## src/rtl/ipcmb_pkg.sv

```systemverilog
package ipcmb_pkg;

    typedef enum logic [2:0] {
        K_TX,
        K_RX,
        K_STAT,
        K_CTRL,
        K_GPREQ,
        K_NONE
    } reg_kind_e;

    // Map a word address onto a register kind for a given channel count.
    function automatic reg_kind_e decode_kind(input int unsigned a, input int unsigned nch);
        if (a < nch)                 return K_TX;
        else if (a < 2 * nch)        return K_RX;
        else if (a == 2 * nch)       return K_STAT;
        else if (a == 2 * nch + 1)   return K_CTRL;
        else if (a == 2 * nch + 2)   return K_GPREQ;
        else                         return K_NONE;
    endfunction

endpackage

```

## src/rtl/ipcmb_chan.sv

```systemverilog
// One direction of mailbox words plus their occupancy bits.
module ipcmb_chan #(
    parameter int NCH = 4,
    parameter int DW  = 32
) (
    input  logic                    clk,
    input  logic                    rst_n,
    input  logic [NCH-1:0]          wr,
    input  logic [DW-1:0]           wdata,
    input  logic [NCH-1:0]          rd,
    output logic [NCH-1:0][DW-1:0]  data,
    output logic [NCH-1:0]          full
);

    typedef struct packed {
        logic [NCH-1:0][DW-1:0] data;
        logic [NCH-1:0]         full;
    } chan_state_t;

    chan_state_t st_d, st_q;

    always_comb begin
        st_d = st_q;
        for (int n = 0; n < NCH; n++) begin
            if (wr[n]) begin
                // a write in the same cycle as a drain leaves the slot full
                st_d.data[n] = wdata;
                st_d.full[n] = 1'b1;
            end else if (rd[n]) begin
                st_d.full[n] = 1'b0;
            end
        end
    end

    always_ff @(posedge clk or negedge rst_n) begin
        if (!rst_n) st_q <= '0;
        else        st_q <= st_d;
    end

    assign data = st_q.data;
    assign full = st_q.full;

endmodule

```

## src/rtl/ipcmb_side.sv

```systemverilog
// Register port of one processor: decode, control, pending requests, read mux, interrupt.
module ipcmb_side
    import ipcmb_pkg::*;
#(
    parameter int NCH = 4,
    parameter int DW  = 32,
    parameter int NFL = 3,
    parameter int NGP = 4,
    parameter int AW  = 4,
    localparam int CW = 2 * NCH + NGP + NFL
) (
    input  logic                    clk,
    input  logic                    rst_n,
    input  logic                    req,
    input  logic                    we,
    input  logic [AW-1:0]           addr,
    input  logic [CW-1:0]           cfg_wdata,
    output logic [DW-1:0]           rdata,
    input  logic [NCH-1:0][DW-1:0]  tx_data,
    input  logic [NCH-1:0]          tx_full,
    input  logic [NCH-1:0][DW-1:0]  rx_data,
    input  logic [NCH-1:0]          rx_full,
    input  logic [NFL-1:0]          peer_flags,
    input  logic [NGP-1:0]          gp_in,
    output logic [NCH-1:0]          tx_wr,
    output logic [NCH-1:0]          rx_rd,
    output logic [NGP-1:0]          gp_out,
    output logic [NFL-1:0]          flags,
    output logic                    irq,
    output logic                    wake
);

    typedef struct packed {
        logic [NFL-1:0] flags;
        logic [NGP-1:0] gp_ie;
        logic [NCH-1:0] rx_ie;
        logic [NCH-1:0] tx_ie;
        logic [NGP-1:0] pend;
    } side_state_t;

    side_state_t    st_d, st_q;
    reg_kind_e      kind;
    logic           wr_hit, rd_hit;
    logic [NGP-1:0] clr;
    logic [CW-1:0]  ctrl_word, stat_word;

    always_comb begin
        kind   = decode_kind(int'(addr), NCH);
        wr_hit = req & we;
        rd_hit = req & ~we;

        for (int n = 0; n < NCH; n++) begin
            tx_wr[n] = wr_hit && (kind == K_TX) && (addr == AW'(n));
            rx_rd[n] = rd_hit && (kind == K_RX) && (addr == AW'(NCH + n));
        end

        gp_out = (wr_hit && kind == K_GPREQ) ? cfg_wdata[NGP-1:0]      : '0;
        clr    = (wr_hit && kind == K_STAT)  ? cfg_wdata[2*NCH +: NGP] : '0;

        st_d = st_q;
        if (wr_hit && kind == K_CTRL)
            {st_d.flags, st_d.gp_ie, st_d.rx_ie, st_d.tx_ie} = cfg_wdata;
        // a new request wins over a clear in the same cycle
        st_d.pend = (st_q.pend & ~clr) | gp_in;

        ctrl_word = {st_q.flags, st_q.gp_ie, st_q.rx_ie, st_q.tx_ie};
        stat_word = {peer_flags, st_q.pend, rx_full, ~tx_full};

        rdata = '0;
        if (rd_hit) begin
            unique case (kind)
                K_TX: for (int n = 0; n < NCH; n++)
                          if (addr == AW'(n)) rdata = tx_data[n];
                K_RX: for (int n = 0; n < NCH; n++)
                          if (addr == AW'(NCH + n)) rdata = rx_data[n];
                K_STAT: rdata[CW-1:0] = stat_word;
                K_CTRL: rdata[CW-1:0] = ctrl_word;
                default: rdata = '0;
            endcase
        end
    end

    always_ff @(posedge clk or negedge rst_n) begin
        if (!rst_n) st_q <= '0;
        else        st_q <= st_d;
    end

    assign flags = st_q.flags;
    assign wake  = |st_q.pend;
    assign irq   = |(~tx_full & st_q.tx_ie) | |(rx_full & st_q.rx_ie) | |(st_q.pend & st_q.gp_ie);

endmodule

```

## src/rtl/ipc_mailbox.sv

```systemverilog
// Two symmetric register ports joined by two crossed channel banks.
module ipc_mailbox #(
    parameter int NCH = 4,
    parameter int DW  = 32,
    parameter int NFL = 3,
    parameter int NGP = 4,
    parameter int AW  = 4
) (
    input  logic          clk,
    input  logic          rst_n,
    input  logic          a_req,
    input  logic          a_we,
    input  logic [AW-1:0] a_addr,
    input  logic [DW-1:0] a_wdata,
    output logic [DW-1:0] a_rdata,
    output logic          a_irq,
    output logic          a_wake,
    input  logic          b_req,
    input  logic          b_we,
    input  logic [AW-1:0] b_addr,
    input  logic [DW-1:0] b_wdata,
    output logic [DW-1:0] b_rdata,
    output logic          b_irq,
    output logic          b_wake
);

    localparam int CW = 2 * NCH + NGP + NFL;

    logic [NCH-1:0][DW-1:0] ab_data, ba_data;
    logic [NCH-1:0]         ab_full, ba_full;
    logic [NCH-1:0]         a_tx_wr, a_rx_rd, b_tx_wr, b_rx_rd;
    logic [NGP-1:0]         a_gp, b_gp;
    logic [NFL-1:0]         a_flags, b_flags;

    ipcmb_chan #(.NCH(NCH), .DW(DW)) u_ab (
        .clk(clk), .rst_n(rst_n), .wr(a_tx_wr), .wdata(a_wdata),
        .rd(b_rx_rd), .data(ab_data), .full(ab_full)
    );

    ipcmb_chan #(.NCH(NCH), .DW(DW)) u_ba (
        .clk(clk), .rst_n(rst_n), .wr(b_tx_wr), .wdata(b_wdata),
        .rd(a_rx_rd), .data(ba_data), .full(ba_full)
    );

    ipcmb_side #(.NCH(NCH), .DW(DW), .NFL(NFL), .NGP(NGP), .AW(AW)) u_side_a (
        .clk(clk), .rst_n(rst_n), .req(a_req), .we(a_we), .addr(a_addr),
        .cfg_wdata(a_wdata[CW-1:0]), .rdata(a_rdata),
        .tx_data(ab_data), .tx_full(ab_full), .rx_data(ba_data), .rx_full(ba_full),
        .peer_flags(b_flags), .gp_in(b_gp),
        .tx_wr(a_tx_wr), .rx_rd(a_rx_rd), .gp_out(a_gp), .flags(a_flags),
        .irq(a_irq), .wake(a_wake)
    );

    ipcmb_side #(.NCH(NCH), .DW(DW), .NFL(NFL), .NGP(NGP), .AW(AW)) u_side_b (
        .clk(clk), .rst_n(rst_n), .req(b_req), .we(b_we), .addr(b_addr),
        .cfg_wdata(b_wdata[CW-1:0]), .rdata(b_rdata),
        .tx_data(ba_data), .tx_full(ba_full), .rx_data(ab_data), .rx_full(ab_full),
        .peer_flags(a_flags), .gp_in(a_gp),
        .tx_wr(b_tx_wr), .rx_rd(b_rx_rd), .gp_out(b_gp), .flags(b_flags),
        .irq(b_irq), .wake(b_wake)
    );

endmodule

```

## config.mk

```make
export PLATFORM = sky130hd
export DESIGN_NAME = ipc_mailbox
export DESIGN_NICKNAME = d
export VERILOG_FILES = /design/src/rtl/ipcmb_pkg.sv /design/src/rtl/ipcmb_chan.sv /design/src/rtl/ipcmb_side.sv /design/src/rtl/ipc_mailbox.sv
export SDC_FILE = /design/constraint.sdc
export NUM_CORES = 1
export LEC_CHECK = 0
export BUFFER_PORTS_ARGS = -buffer_cell sky130_fd_sc_hd__buf_2
export CAP_MARGIN = 20
export CORE_MARGIN = 1
export CORE_UTILIZATION = 38
export DETAILED_ROUTE_END_ITERATION = 6
export HOLD_SLACK_MARGIN = 0.08
export PLACE_DENSITY = 0.52
export SLEW_MARGIN = 10
export SYNTH_ARGS = -nofsm -noshare
export SYNTH_HDL_FRONTEND = slang
export SYNTH_SLANG_ARGS = --single-unit
```

## constraint.sdc

```tcl
create_clock -name clk -period 2.4 [get_ports clk]
set_input_delay 0.48 -clock clk [delete_from_list [all_inputs] [get_ports clk]]
set_output_delay 0.48 -clock clk [all_outputs]
set_load 0.05 [all_outputs]
```

* Yosys cells after proc, flatten, opt, wreduce, memory -nomap -nowiden
Index checks and enable logic that the tools add are counted.
** Storage, ports and cells
- Register bits after elaboration :: 302
- Bits of input ports :: 78
- Output and inout bits :: 68
- Logic and storage cells :: 180
** Cells by class
- $lt $le $gt $ge :: 4
- Equal/unequal tests :: 28
- Muxes and demuxes :: 52
- Bitwise gates (word level) :: 24
- Reductions and logical operators :: 46
** Operators by type and width (number)
- 2-to-1 mux 32 bit :: 18
- one-hot mux 15 bit (4 select lines) :: 2
- one-hot mux 17 bit (2 select lines) :: 2
- bitwise AND 4 bit :: 8
- equality test 4 x 3 -> 1 bit, second input constant :: 8
- OR reduction 4 bit :: 8
- logical AND 1 bit :: 26
- equality test 4 bit, second input constant :: 6
- 2-to-1 mux 3 bit :: 8
- 2-to-1 mux 1 bit :: 18
- equality test 4 x 2 -> 1 bit, second input constant :: 4
- 2-to-1 mux 4 bit :: 4
- NOT 4 bit :: 4
- nonzero test 2 bit :: 8
- equality test 3 x 2 -> 1 bit, second input constant :: 4
- equality test 4 x 1 -> 1 bit, second input constant :: 2
- logical NOT 4 bit :: 2
- < comparator 4 x 3 -> 1 bit, second input constant :: 2
- < comparator 4 bit, second input constant :: 2
- OR 4 bit :: 2
- equality test 3 x 1 -> 1 bit, second input constant :: 2
- equality test 3 bit, second input constant :: 2
- logical NOT 3 bit :: 2
- bitwise AND 1 bit :: 4
- 2 further kinds :: 6

* Depth between registers and ports, before layout
- Depth in word-level cells :: 12
- Depth in mapped cells :: 6
- Depth with buffers taken out :: 3

* Cells and area by module
A second synthesis with hierarchy kept.
** Second synthesis, totals
- Cells, all modules :: 1254
- Area total of the unflattened synthesis :: 17997.3 um^2
** Modules (own cells, without submodules)
- ipcmb_chan :: instances 2, cells an instance 284, area each 5510.3 um^2, seq. area each 3303.2 um^2
- ipcmb_side :: instances 2, cells an instance 343, area each 3488.3 um^2, seq. area each 475.5 um^2

* Worst setup path before layout
Ideal clock, no wire load.
- Path type :: input to output
- Start :: input a_addr[0]
- End :: output a_rdata[10]
- Arrival time :: 2.495 ns
- Data required time :: 1.920 ns
- Slack :: -0.575 ns
- Stages on the path :: 6
- Path buffers :: 3
- Path through :: buf_2 -> buf_2 -> nand2_1 -> buf_2 -> o22ai_1 -> o31ai_1
** Between the ends
- Cells in the longest elaborated chain, start to end :: 9
- Elaborated cells on any way between the ends :: 32
- Classes of those cells :: order compare: 2; eq/ne: 13; mux: 15; reduce/logical: 2
** Ends and longest elaborated chain
- from (decl) :: line ipc_mailbox.sv:13 : input logic [AW-1:0] a_addr,
- equality test 4 bit :: line ipcmb_pkg.sv:18 : else if (a == 2 * nch + 2) return K_GPREQ;
- 2-to-1 mux 1 bit :: line ipcmb_pkg.sv:18
- 2-to-1 mux 3 bit :: line ipcmb_pkg.sv:17 : else if (a == 2 * nch + 1) return K_CTRL;
- 2-to-1 mux 3 bit :: line ipcmb_pkg.sv:16 : else if (a == 2 * nch) return K_STAT;
- 2-to-1 mux 3 bit :: line ipcmb_pkg.sv:15 : else if (a < 2 * nch) return K_RX;
- 2-to-1 mux 3 bit :: line ipcmb_pkg.sv:14 : if (a < nch) return K_TX;
- equality test 3 x 2 -> 1 bit (tied with other cells) :: line ipcmb_side.sv:71 : unique case (kind)
- one-hot mux 15 bit (4 select lines) * :: line ipcmb_side.sv:71
- 2-to-1 mux 32 bit * :: line ipcmb_side.sv:70 : if (rd_hit) begin
- to (decl) :: line ipc_mailbox.sv:15 : output logic [DW-1:0] a_rdata,
Every way passes the cells marked *; elsewhere a longest branch is shown, timed or not.

* Worst setup path after layout
- Start :: input a_addr[2]
- End :: output a_rdata[4]
The elaborated chain is that of the path after synthesis.

==> results.md <==
* Peak supply drop at approximately 0.44 mV
* Initial core utilization at between 30% and 40%
* Reg clk slew, reported paths at ~0.06 ns
* Routed WL per cell at ~26 um
* Final setup TNS at 0 ns
* Synth warn at 0
* Class of the worst hold path: input port to register
* Distinct cells, synth at 44
* RSZ-0062 raised after global routing: true
* Total Wirelength at 52.6 mm
* All-Layer GR Usage at between 20% and 30%
* PortBufs at 145
* # IOs at ~150
* Seq cells post-synth at about 300
* CTS tree: built
* Slew @ Worst Pin at between 0.5 and 0.6 ns
* H-Tree Depth at 2
* Leakage at ~0.0095 uW
* Largest net degree at the start of global routing at 61
* Setup CP Type: input port to output pin
* Core outline area at between 40,000 and 50,000 um^2
* Hold_sp: b_wdata[27]
* Final nets at approximately 1,500
* Syn nets at approximately 1,300
* Average instance area after synthesis at between 10 and 15 um^2
* Finished Core Util at a little under 50%
* Hold Vio Cnt, Final at 0
* P&R area growth vs syn at 26.6%
* Fill cells at roughly 3,900
* Layout cells sized above 1 at between 60% and 70%
* Power, Total at approximately 17,000 uW
* Antenna Violating Nets Remaining at 0
* Pwr/cell area at approximately 790 nW/um^2
* Max clock buf depth at 3
* Initial antenna violation count at 4
* Global-route wire length before repair at a little under 80 mm
* Layout Skew at 0 ns
* Root Driver: clkbuf_16
* Drt first-iter violations at 666
* Worst-path fanout max at 10
* WL met1 at 23.6 mm
* WL met2 at roughly 25 mm
* Reg2reg start: u_ba.data[116]
* Routability Congestion at about 0.8
* Num CTS Buffers at 37
* TritonCTS Sinks at ~300
* DR pass1 iterations at 7
* Final Cycle Share at between 90% and 100%
* Rows at 76
* Post-synthesis cell area at ~17,000 um^2
* Final std cells w/o fill at slightly above 2,000
* Dpl cells at 1,934
* Mapped Cells at 1,186
* Via count at around 11,000
* Max-Slew Margin vs Limit at approximately 64%
* Clk_lat worst skew at ~0.55 ns
* Die Span Y at around 210 um
* Die footprint at 44,800 um^2
* Total congestion overflow at 0
* Crit path time final at 2.37 ns
* Post-synthesis sequential area ratio at a little under half
* Vias in the first global route at between 10,000 and 15,000
* Die width at ~210 um
* DRC Markers at 0
* Worst EP arrival at 1.89 ns
* Setup crit start kind: input port
* Via-per-instance ratio at 5.64
* Status: finished, final reports clean
* Critical Path End Type: output pin
* Top routing layer used: met5
* WP data required at approximately 1.9 ns
* Post-DP HPWL at about 36 mm
* Max Fclk at 422 MHz
* Final number of max-transition violations at 0
* CP Launch Point: a_addr[2]
* DR WL met3 at about 2.6 mm
* Max Cap Violations at 0
* Fin Hold WS at 0.193 ns
* Endpoints failing setup at 0
## cell usage in the layout (no fill, tap or decap), drive strengths merged, types with 3 or more instances in the layout
cell type    n
nand4        4
o22ai       60
clkbuf      65
nand2        9
o31ai       32
mux2       428
and4bb       3
inv          6
mux4        68
a221oi       4
and3         3
clkinv       7
o21ai        6
nand2b      13
diode        4
buf        257
nor2        42
o2111ai      4
and4b        3
o211ai       4
nand3       29
nor3         3
and2         6
dfrtp      302
nor2b        4
mux2i       34
a22o        12
## through the flow
step,worst slack [ns],instance area [um^2]
4_1_cts,-0.000487,20800
2_1_floorplan,-0.277,17100
3_3_place_gp,-0.0890,19500
6_report,0.0316,21100
5_1_grt,-0.0301,21100
3_5_place_dp,-0.0841,19500
## final timing paths
path / endpoint / slack, ns / cells past startpoint
min in group asynchronous: u_ab.data[69] / 0.49 / 2
hold reg to reg: u_side_b.ctrl_word[0] / 0.50 / 1
max in group asynchronous: u_ba.data[52] / 1.18 / 3
setup reg to reg: u_ba.data[116] / 1.48 / 2
hold / removal: u_ba.data[59] / 0.19 / 2
setup / recovery: a_rdata[4] / 0.03 / 6
## report_power, final
part | internal (uW) | switching, uW | total [uW]
Sequential | 6100 | 779 | 6880
Clock | 3500 | 2250 | 5750
Combinational | 2250 | 1690 | 3940
## metal layers
layer / up-vias / global-route usage [%]
met4: 6 / 7.45
met1: 5974 / 33.1
li1: 4970 / -
met5: - / 0
met2: 300 / 38.6
met3: 84 / 3.95
## repair_timing
| action | CTS | global route |
|---|---|---|
| hold buffers | 1 | 0 |
| setup buffers | 0 | 4 |
| endpoints found under the setup margin | 19 | 48 |
| endpoints found under the hold margin | 51 | 0 |
| pin swaps | 1 | 2 |
| resized for setup | 27 | 72 |
| gates cloned | 0 | 1 |
## flip-flops by register name, indices dropped and copies added, names as in the netlist
| name | cells |
|---|---|
| u_ab.data | 128 |
| u_side_b.st_q | 4 |
| u_side_a.st_q | 4 |
| u_ba.data | 128 |
| u_ba.full | 4 |
| u_side_b.ctrl_word | 12 |
| u_side_a.flags | 3 |
| u_ab.full | 4 |
| u_side_b.flags | 3 |
| u_side_a.ctrl_word | 12 |
## final cells by class
| type | count | area, um^2 | area share, % |
|---|---|---|---|
| multi-input cells | 783 | 9130 | 43.2 |
| flip-flops and latches | 302 | 7560 | 35.8 |
| repair buffers | 265 | 2410 | 11.4 |
| clock buffers | 58 | 1190 | 5.62 |
| well taps | 585 | 732 | 3.47 |
| clock inverters | 9 | 73.8 | 0.350 |
| inverters | 5 | 18.8 | 0.0889 |
| diodes | 4 | 10.0 | 0.0474 |
## cells in the mapped netlist
cell type | number | area [um^2]
nor2b_1 | 4 | 25.0
nand3b_4 | 1 | 20.0
o21ai_0 | 6 | 30.0
or3b_1 | 1 | 8.76
and4bb_4 | 2 | 32.5
nand2b_1 | 13 | 81.3
a221oi_1 | 4 | 35.0
nand2_1 | 8 | 30.0
nand3_2 | 1 | 10.0
mux2_4 | 67 | 1010
nand2_2 | 1 | 6.26
nor3b_1 | 1 | 7.51
nor2_2 | 1 | 6.26
o2111ai_1 | 4 | 35.0
nor3_1 | 3 | 15.0
a2111oi_0 | 2 | 17.5
dfrtp_1 | 302 | 7560
o211ai_1 | 4 | 30.0
clkbuf_1 | 15 | 56.3
or2_2 | 2 | 12.5
nand3_1 | 28 | 140
or4_1 | 2 | 15.0
and4b_1 | 2 | 20.0
and4b_4 | 1 | 13.8
inv_1 | 5 | 18.8
o22ai_1 | 60 | 375
and3b_1 | 1 | 8.76
buf_4 | 11 | 82.6
mux2i_1 | 34 | 340
mux4_2 | 68 | 1530
nand3b_2 | 1 | 11.3
or4bb_1 | 1 | 11.3
and3_1 | 2 | 12.5
buf_2 | 57 | 285
and2_1 | 6 | 37.5
nor2_1 | 41 | 154
o31ai_1 | 32 | 240
buf_6 | 13 | 146
and3_4 | 1 | 11.3
a22o_1 | 12 | 105
mux2_2 | 330 | 3720
nand4_1 | 4 | 25.0
mux2_1 | 31 | 349
and4bb_2 | 1 | 12.5
## worst max-delay path, cell delays in order
cell and delay [ns]:
buf_2 0.24, or2_2 0.20, buf_4 0.23, o22ai_2 0.16, o31ai_4 0.28, clkbuf_4 0.29
## logic make-up after synthesis
logic type,share of synthesized area [%]
AND/OR/NAND/NOR,4.36
multiplexers,41.6
flip-flops,45.3
buffers and inverters,3.53
AO/OA/AOI/OAI,5.20
Note: power is estimated with default switching activity, not from simulation.
